File: config.mk
export PLATFORM = sky130hd
export DESIGN_NAME = dac_serial_frontend
export DESIGN_NICKNAME = d
export VERILOG_FILES = /design/src/rtl/dac_fe_pkg.sv /design/src/rtl/dacfe_sync.sv /design/src/rtl/dacfe_strobe.sv /design/src/rtl/dacfe_shreg.sv /design/src/rtl/dacfe_hold.sv /design/src/rtl/dac_serial_frontend.sv
export SDC_FILE = /design/constraint.sdc
export NUM_CORES = 1
export LEC_CHECK = 0
export ABC_CLOCK_PERIOD_IN_PS = 1650
export CAP_MARGIN = 0
export CORE_UTILIZATION = 45
export CTS_BUF_LIST = sky130_fd_sc_hd__clkbuf_16
export CTS_CLUSTER_DIAMETER = 120
export DETAILED_ROUTE_END_ITERATION = 7
export PLACE_DENSITY = 0.8
export RECOVER_POWER = 50
export SYNTH_ARGS = -nofsm -noshare
export SYNTH_HDL_FRONTEND = slang
export SYNTH_HIERARCHICAL = 1
export SYNTH_SLANG_ARGS = --single-unit
File: constraint.sdc
create_clock -name clk -period 1.65 [get_ports clk]
set_input_delay 0.33 -clock clk [delete_from_list [all_inputs] [get_ports clk]]
set_output_delay 0.33 -clock clk [all_outputs]
set_load 0.01 [all_outputs]
File: src/rtl/dac_fe_pkg.sv
`timescale 1ns/1ps
package dac_fe_pkg;
    localparam int CODE_W_DEF   = 12;
    localparam int NUM_RISE_DEF = 3;

    // Bit slots of the synchroniser bundle
    function automatic int sync_width(input int num_rise);
        return num_rise + 4; // rise strobes, fall strobe, two loads, data
    endfunction
endpackage

File: src/rtl/dacfe_sync.sv
`timescale 1ns/1ps
module dacfe_sync #(
    parameter int N = 1,
    parameter logic [N-1:0] RST_VAL = '0
) (
    input  logic         clk,
    input  logic         rst_n,
    input  logic [N-1:0] d,
    output logic [N-1:0] q
);
    for (genvar g = 0; g < N; g++) begin : g_bit
        typedef struct packed {
            logic meta;
            logic stab;
        } sync_t;
        sync_t st_d, st_q;

        always_comb begin
            st_d.meta = d[g];
            st_d.stab = st_q.meta;
        end

        always_ff @(posedge clk or negedge rst_n) begin
            if (!rst_n) st_q <= '{meta: RST_VAL[g], stab: RST_VAL[g]};
            else        st_q <= st_d;
        end

        assign q[g] = st_q.stab;
    end
endmodule

File: src/rtl/dacfe_strobe.sv
`timescale 1ns/1ps
module dacfe_strobe #(
    parameter int NUM_RISE = 3
) (
    input  logic                clk,
    input  logic                rst_n,
    input  logic [NUM_RISE-1:0] rise_lvl,
    input  logic                fall_lvl,
    output logic                shift_evt
);
    typedef struct packed {
        logic prev;
    } stb_t;
    stb_t st_d, st_q;
    logic active_lvl;

    always_comb begin
        active_lvl = (|rise_lvl) | ~fall_lvl;
        st_d.prev  = active_lvl;
        shift_evt  = active_lvl & ~st_q.prev;
    end

    always_ff @(posedge clk or negedge rst_n) begin
        if (!rst_n) st_q <= '0;
        else        st_q <= st_d;
    end


    blocked_no_shift_chk: assert property (@(posedge clk) disable iff (!rst_n)
        ($past(active_lvl) && active_lvl) |-> !shift_evt);
endmodule

File: src/rtl/dacfe_shreg.sv
`timescale 1ns/1ps
module dacfe_shreg #(
    parameter int W = 12
) (
    input  logic         clk,
    input  logic         rst_n,
    input  logic         shift_en,
    input  logic         sdi,
    output logic [W-1:0] word,
    output logic         sdo
);
    localparam int MSB = W - 1;

    typedef struct packed {
        logic [W-1:0] bits;
    } sr_t;
    sr_t st_d, st_q;

    always_comb begin
        st_d = st_q;
        if (shift_en) st_d.bits = {st_q.bits[MSB-1:0], sdi};
    end

    always_ff @(posedge clk or negedge rst_n) begin
        if (!rst_n) st_q <= '0;
        else        st_q <= st_d;
    end

    assign word = st_q.bits;
    assign sdo  = st_q.bits[MSB];


    shift_order_chk: assert property (@(posedge clk) disable iff (!rst_n)
        shift_en |=> word == {$past(word[MSB-1:0]), $past(sdi)});

    shreg_hold_chk: assert property (@(posedge clk) disable iff (!rst_n)
        !$past(shift_en) |-> $stable(word));
endmodule

File: src/rtl/dacfe_hold.sv
`timescale 1ns/1ps
module dacfe_hold #(
    parameter int W = 12
) (
    input  logic         clk,
    input  logic         rst_n,
    input  logic         clr_n,
    input  logic         load_en,
    input  logic [W-1:0] word_in,
    output logic [W-1:0] code
);
    typedef struct packed {
        logic [W-1:0] code;
    } hold_t;
    hold_t st_d, st_q;
    logic  arst_n;

    assign arst_n = rst_n & clr_n;

    always_comb begin
        st_d = st_q;
        if (load_en) st_d.code = word_in;
    end

    always_ff @(posedge clk or negedge arst_n) begin
        if (!arst_n) st_q <= '0;
        else         st_q <= st_d;
    end

    assign code = st_q.code;


    clr_zero_chk: assert property (@(posedge clk) disable iff (!rst_n)
        !clr_n |-> code == '0);

    hold_keep_chk: assert property (@(posedge clk) disable iff (!rst_n)
        (clr_n && $past(clr_n) && !$past(load_en)) |-> $stable(code));
endmodule

File: src/rtl/dac_serial_frontend.sv
`timescale 1ns/1ps
module dac_serial_frontend #(
    parameter int CODE_W   = dac_fe_pkg::CODE_W_DEF,
    parameter int NUM_RISE = dac_fe_pkg::NUM_RISE_DEF
) (
    input  logic                clk,
    input  logic                rst_n,
    input  logic                sdi,
    input  logic [NUM_RISE-1:0] stb_rise,
    input  logic                stb_fall,
    input  logic                load_a_n,
    input  logic                load_b_n,
    input  logic                clr_n,
    output logic                sdo,
    output logic [CODE_W-1:0]   dac_code
);
    localparam int SW       = dac_fe_pkg::sync_width(NUM_RISE);
    localparam int IDX_FALL = NUM_RISE;
    localparam int IDX_LA   = NUM_RISE + 1;
    localparam int IDX_LB   = NUM_RISE + 2;
    localparam int IDX_SDI  = NUM_RISE + 3;
    // idle levels: rise strobes low, fall strobe high, loads high, data low
    localparam logic [SW-1:0] SYNC_RST =
        (SW'(1) << IDX_FALL) | (SW'(1) << IDX_LA) | (SW'(1) << IDX_LB);

    logic [SW-1:0]     raw_in, synced;
    logic              shift_evt;
    logic              load_en;
    logic [CODE_W-1:0] word;

    assign raw_in = {sdi, load_b_n, load_a_n, stb_fall, stb_rise};

    dacfe_sync #(.N(SW), .RST_VAL(SYNC_RST)) u_sync (
        .clk   (clk),
        .rst_n (rst_n),
        .d     (raw_in),
        .q     (synced)
    );

    dacfe_strobe #(.NUM_RISE(NUM_RISE)) u_strobe (
        .clk       (clk),
        .rst_n     (rst_n),
        .rise_lvl  (synced[NUM_RISE-1:0]),
        .fall_lvl  (synced[IDX_FALL]),
        .shift_evt (shift_evt)
    );

    dacfe_shreg #(.W(CODE_W)) u_shreg (
        .clk      (clk),
        .rst_n    (rst_n),
        .shift_en (shift_evt),
        .sdi      (synced[IDX_SDI]),
        .word     (word),
        .sdo      (sdo)
    );

    assign load_en = ~synced[IDX_LA] & ~synced[IDX_LB];

    dacfe_hold #(.W(CODE_W)) u_hold (
        .clk     (clk),
        .rst_n   (rst_n),
        .clr_n   (clr_n),
        .load_en (load_en),
        .word_in (word),
        .code    (dac_code)
    );


    load_copy_chk: assert property (@(posedge clk) disable iff (!rst_n)
        (load_en && clr_n) |=> (!clr_n || dac_code == $past(word)));

    sdo_msb_chk: assert property (@(posedge clk) disable iff (!rst_n)
        shift_evt |=> sdo == $past(word[CODE_W-2]));
endmodule

==> run_results.csv, run 1 <==
group,metric,value,unit
critical_path,critPathSlowestCell,"dfstp_2",
critical_path,critPathLaunchType,"flop",
clocking,cts_buffers,5,
die,start_util,48.9,%
sta,hold_ws,351,ps
sta,skew,3.99,ps
yosys,synthTopCellsByArea,"dfrtp_1 (59%), mux2_4 (22%), dfstp_2 (11%)",
critical_path,endpoint_kind,"flop",
clocking,clk_latency,280,ps
routing,first_pass_iters,6,
yosys,yosysTopAreaCell,"dfrtp_1",
yosys,ys_seq_area_share,70.4,%
final_layout,final_cell_mix,"dfrtp_1 (33), mux2_4 (20), clkdlybuf4s50_1 (14)",
critical_path,cp_data_arrival_time,1770,ps
power,cellPowerDensity,1320,nW/um^2
sta,setup_viol_count_final,0,
status,status,"finished with violations",
sta,finalWorstSetupSlack,39.7,ps
routing,drtIter0Drc,6,
hold_path,hp-class,"reg2reg",
final_layout,num-nets-final,109,
grt,grt.met2_usage,19.8,%
routing,wire_per_inst,14.3,um
clocking,cts_hold_buffers,0,
placement,place_ws,43.4,ps
clocking,cts_max_path_buffers,2,
clocking,cts_tree,"done",
final_layout,syn2layout_area_growth,28.0,%
die,die_x,57.7,um
sta,period_share,97.6,%
grt,grtUsageMet1,18.5,%
grt,grt_pass1_wl,3320,um
die,die_y,57.7,um
critical_path,cp.required,1810,ps
yosys,syn-num-nets,80,
clocking,cts.root.buffer_cell,"clkbuf_16",
sta,fin_setup_tns,0,ps
routing,drt-total-wl,1880,um
yosys,ys_ff_latch,39,
placement,port_buffers,22,
yosys,ys_types,10,
sta,drv_slew,0,
critical_path,cp_max_fo,12,
sta,min_period,1610,ps
die,pin_count,23,
sta,slew_headroom,56.6,%
grt,grt_pass1_vias,673,
placement,routabilityCongestion,0.648,
die,rows,19,
yosys,syn_area,1400,sq um
yosys,ys_warn_count,6,
flow_run,cap_viol_max_count,0,
routing,postRouteAntennaNets,0,
routing,num_vias,656,
clocking,ctsResizeCount,0,
grt,grtUsageTotal,14.2,%
die,coreArea,2850,sq um
final_layout,multi_input_area,383,sq um
grt,grt_antenna_before_repair,0,
sta,rsz0062_at_grt,"no",
power,p_leak,0.826,nW
final_layout,regArea,983,sq um
grt,grt_util_met3,6.25,%
status,violations,"DRC",
sta,finalHoldViolCount,0,
power,irDropWorstVdd,0.000729,V
grt,grt_max_degree,28,
grt,gr-max-usage-layer,"met2",
routing,drc,1,
grt,grt_overflow,0,
die,die_area,3330,sq um
clocking,cts.sinks,39,
routing,vias_per_cell,5.01,
power,p_total,2.36,mW
clocking,path_clk_slew,50,ps
final_layout,final_common_cell,"dfrtp_1",
sta,fmax,621,MHz
critical_path,path_cells,"or4b_4 > nor2b_4 > mux2_4",
clocking,postCtsSetupRepairBufs,0,
final_layout,fillers,219,
critical_path,max_stage_delay,510,ps
final_layout,drive_gt1_share,42.0,%
critical_path,critPathKind,"reg2reg",
yosys,synth_top_cell_area_share,59.1,%
final_layout,insertedDiodeCount,0,
yosys,syn_avg_cell_area,19.9,sq um
clocking,cts-htree-levels,2,
yosys,synth_cells,70,
sta,tightest_slew,651,ps
## where the power goes
group          switching, mW  internal [mW]  leakage [nW]
sequential            0.0661           1.07         0.490
combinational         0.0942          0.209         0.270
clock                  0.365          0.556        0.0658
total                  0.526           1.83         0.826
## registers in the layout (all words and copies together), names as in the netlist
| register | count |
|---|---|
| u_hold/code | 12 |
| u_sync/g_bit.st_d | 7 |
| u_shreg/word | 12 |
| u_strobe/st_q | 1 |
| u_sync/q | 7 |
## cells in the mapped netlist, drive strengths merged
cell	n
dfstp	6
or4b	1
nor2b	1
dfrtp	33
nor2	1
mux2	24
buf	3
and2	1
## cell type report
class	count	area share, %
clock buffers	5	7.00
clock inverters	3	1.12
flip-flops and latches	39	55.0
repair buffers	25	13.2
well taps	31	2.17
multi-input cells	28	21.4
## per-layer routing
metal,share of wire [%],wire (um)
met1,47,878
met2,46,867
met3,4.3,81
met4,2.6,48
met5,0,0
## through the flow
stage,area (sq um),utilization [%],std cells
global placement,1650,57.8,123
CTS,1790,62.9,131
detailed placement,1650,57.8,123
global route,1790,62.6,131
floorplan,1400,-,70
finish,1790,62.6,131
## kinds of logic after synthesis
logic type             Yosys count  share of synthesized area, %
DFF                             39                          70.4
muxes                           24                          24.7
and+or+nand+nor                  4                          2.69
buffers and inverters            3                          2.15
## worst max-delay path: cells and delay by family, from the launching register on
kind,cells,cell delay (ps)
DFF,1,510
muxes,1,310
and+or+nand+nor,2,670
## worst paths after layout
| check | start | to | slack, ps | depth (start not counted) |
|---|---|---|---|---|
| setup / recovery | u_sync/q[3]$_DFF_PN1_ | u_shreg/word[10]$_DFFE_PN0P_ | 40 | 3 |
| max in group asynchronous | rst_n | u_hold/code[11]$_DFFE_PN0P_ | 510 | 3 |
| hold reg to reg | u_sync/g_bit[1].st_d[0]$_DFF_PN0_ | u_sync/q[1]$_DFF_PN0_ | 350 | 0 |
| setup reg to reg | u_sync/q[3]$_DFF_PN1_ | u_shreg/word[10]$_DFFE_PN0P_ | 40 | 3 |
| min in group asynchronous | rst_n | u_shreg/word[4]$_DFFE_PN0P_ | 610 | 2 |
| hold / removal | u_sync/g_bit[1].st_d[0]$_DFF_PN0_ | u_sync/q[1]$_DFF_PN0_ | 350 | 0 |
Note: power is estimated with default switching activity, not from simulation.
==> inputs of run 2 (changes only) <==
--- a/config.mk
+++ b/config.mk
@@ -11,6 +11,7 @@
 export CTS_BUF_LIST = sky130_fd_sc_hd__clkbuf_16
 export CTS_CLUSTER_DIAMETER = 120
 export DETAILED_ROUTE_END_ITERATION = 7
+export GPL_TIMING_DRIVEN = 1
 export PLACE_DENSITY = 0.8
 export RECOVER_POWER = 50
 export SYNTH_ARGS = -nofsm -noshare
==> results of run 2 <==
Same layout as run 1: the final DEF is identical, and so are final timing and power.
==> inputs of run 3 (changes only) <==
--- a/config.mk
+++ b/config.mk
@@ -7,12 +7,13 @@
 export LEC_CHECK = 0
 export ABC_CLOCK_PERIOD_IN_PS = 1650
 export CAP_MARGIN = 0
-export CORE_UTILIZATION = 45
+export CORE_UTILIZATION = 25
 export CTS_BUF_LIST = sky130_fd_sc_hd__clkbuf_16
 export CTS_CLUSTER_DIAMETER = 120
+export CTS_CLUSTER_SIZE = 14
 export DETAILED_ROUTE_END_ITERATION = 7
 export GPL_TIMING_DRIVEN = 1
-export PLACE_DENSITY = 0.8
+export PLACE_DENSITY = 0.53
 export RECOVER_POWER = 50
 export SYNTH_ARGS = -nofsm -noshare
 export SYNTH_HDL_FRONTEND = slang
==> run 3 against run 2 <==
Compared with the run above:
- sequential share of layout area fell by 1.1 points
- largest power group unchanged
- first-iteration DRC count rose by 130%
- largest cell class unchanged
- the flow now finishes without violations
- die area rose by 77%
- hold slack got worse by 6.2 ps
- cell count rose by 29%
- power fell by 2.0%
- sequential power barely moved
==> run_results.csv, run 3 (synthesis gave the netlist of run 1 again) <==
group,metric,value,unit
sta,tightest_slew,770,ps
die,start_util,26.7,%
final_layout,finalNonFillerCells,169,
grt,grt_max_degree,28,
die,die_area,5890,sq um
die,rows,26,
clocking,path_clk_slew,50,ps
sta,period_share,97.3,%
routing,drc,0,
die,die_y,76.7,um
critical_path,cp.required,1810,ps
critical_path,critPathKind,"reg2reg",
clocking,cts_hold_buffers,0,
final_layout,syn2layout_area_growth,30.6,%
critical_path,endpoint_kind,"flop",
power,clkPwrFrac,38.0,%
routing,drtIter0Drc,14,
placement,port_buffers,22,
final_layout,regArea,983,sq um
sta,slew_headroom,48.6,%
final_layout,insertedDiodeCount,0,
critical_path,reg2reg_to,"u_shreg/word[6]$_DFFE_PN0P_",
flow_run,cap_viol_max_count,0,
power,p_leak,0.828,nW
clocking,cts_tree,"done",
clocking,cts_buffers,5,
grt,grt_pass1_wl,3560,um
power,irDropWorstVdd,0.000538,V
clocking,cts_max_path_buffers,2,
clocking,ctsResizeCount,0,
routing,drt-total-wl,1960,um
sta,min_period,1600,ps
routing,first_pass_iters,4,
critical_path,ff2ff_path_depth,3,
die,pin_count,23,
status,status,"complete, no violations",
hold_path,holdPathStages,0,
critical_path,cp_data_arrival_time,1760,ps
power,p_switching,0.491,mW
clocking,cts.root.buffer_cell,"clkbuf_16",
die,coreArea,5240,sq um
final_layout,final_cell_mix,"dfrtp_1 (33), mux2_4 (20), clkdlybuf4s50_1 (14)",
clocking,postCtsSetupRepairBufs,0,
hold_path,hp-class,"reg2reg",
critical_path,r2r-start,"u_sync/q[3]$_DFF_PN1_",
clocking,clk_latency,280,ps
placement,dp_hpwl,1290,um
final_layout,final_common_cell,"dfrtp_1",
power,combPwrFrac,13.0,%
routing,postRouteAntennaNets,0,
power,cellPowerDensity,1270,nW/um^2
power,switching_share,21.3,%
sta,setup_viol_count_final,0,
placement,dp_cells,161,
critical_path,reg2reg_setup_slack,50,ps
sta,finalWorstSetupSlack,45.0,ps
grt,grt_overflow,0,
hold_path,holdPathEnd,"u_sync/q[6]$_DFF_PN0_",
sta,fmax,623,MHz
critical_path,cp_max_fo,12,
final_layout,fillers,489,
final_layout,num-nets-final,108,
grt,grtUsageTotal,8.48,%
critical_path,critPathLaunchType,"flop",
routing,wire_per_inst,11.6,um
grt,grt_antenna_before_repair,0,
power,seq_power_share,48.9,%
sta,drv_slew,0,
grt,grt_pass1_vias,719,
final_layout,drive_gt1_share,39.4,%
clocking,cts-htree-levels,2,
placement,routabilityCongestion,0.636,
routing,num_vias,640,
routing,vias_per_cell,3.79,
sta,rsz0062_at_grt,"yes",
placement,place_ws,55.6,ps
sta,finalHoldViolCount,0,
power,p_int,1.82,mW
sta,skew,5.43,ps
clocking,cts.sinks,39,
final_layout,multi_input_area,383,sq um
hold_path,worstHoldStart,"u_sync/g_bit[6].st_d[0]$_DFF_PN0_",
die,die_x,76.7,um
## run 3: critical path, cell delays in order (launching register included)
cell and delay, ps:
dfstp_2 500, or4b_4 450, nor2b_4 210, mux2_4 320
## run 3: stage by stage
step | hold WS, ps | setup TNS [ps] | total power [mW] | instance area (sq um) | utilization (%)
after floorplan | 34.4 | 0 | 1.30 | 1400 | -
after global routing | 356 | -3.44 | 2.42 | 1820 | 34.8
final | 345 | 0 | 2.31 | 1820 | 34.8
after global placement | 332 | 0 | 1.45 | 1690 | 32.3
after detailed placement | 335 | 0 | 1.45 | 1690 | 32.3
after CTS | 346 | 0 | 2.35 | 1830 | 34.9
## run 3: how the worst max path moves through the flow
stage / start / endpoint / slack, ps / cells after the start
after floorplan: u_sync/q[3]$_DFF_PN1_ / u_shreg/word[0]$_DFFE_PN0P_ / 20 / 4
after global placement: u_sync/q[3]$_DFF_PN1_ / u_shreg/word[2]$_DFFE_PN0P_ / 70 / 3
after detailed placement: u_sync/q[3]$_DFF_PN1_ / u_shreg/word[4]$_DFFE_PN0P_ / 60 / 3
after CTS: u_sync/q[3]$_DFF_PN1_ / u_shreg/word[6]$_DFFE_PN0P_ / 40 / 3
after global routing: u_sync/q[3]$_DFF_PN1_ / u_shreg/word[6]$_DFFE_PN0P_ / -3 / 3
final: u_sync/q[3]$_DFF_PN1_ / u_shreg/word[6]$_DFFE_PN0P_ / 50 / 3
## run 3: final cells by class
| cell class | instances | share of cell area [%] |
|---|---|---|
| clock inverter | 3 | 0.618 |
| tap | 70 | 4.80 |
| multi-input combinational | 28 | 21.0 |
| clock buffer | 5 | 6.86 |
| sequential | 39 | 53.9 |
| timing repair buffer | 24 | 12.8 |
## run 3: power groups by stage
| stage | Combinational, mW | Clock (mW) | Sequential (mW) |
|---|---|---|---|
| finish | 0.301 | 0.878 | 1.13 |
| detailed placement | 0.307 | 0 | 1.15 |
| global placement | 0.305 | 0 | 1.14 |
| floorplan | 0.151 | 0 | 1.15 |
| CTS | 0.310 | 0.907 | 1.13 |
| global route | 0.322 | 0.956 | 1.15 |
## run 3: routing by layer
metal	GRT usage (%)	vias up	part of all wire (%)
li1	-	289	-
met1	10.8	323	48
met2	10.3	22	42
met3	4.88	6	7.0
met4	6.35	0	3.1
met5	0	-	0
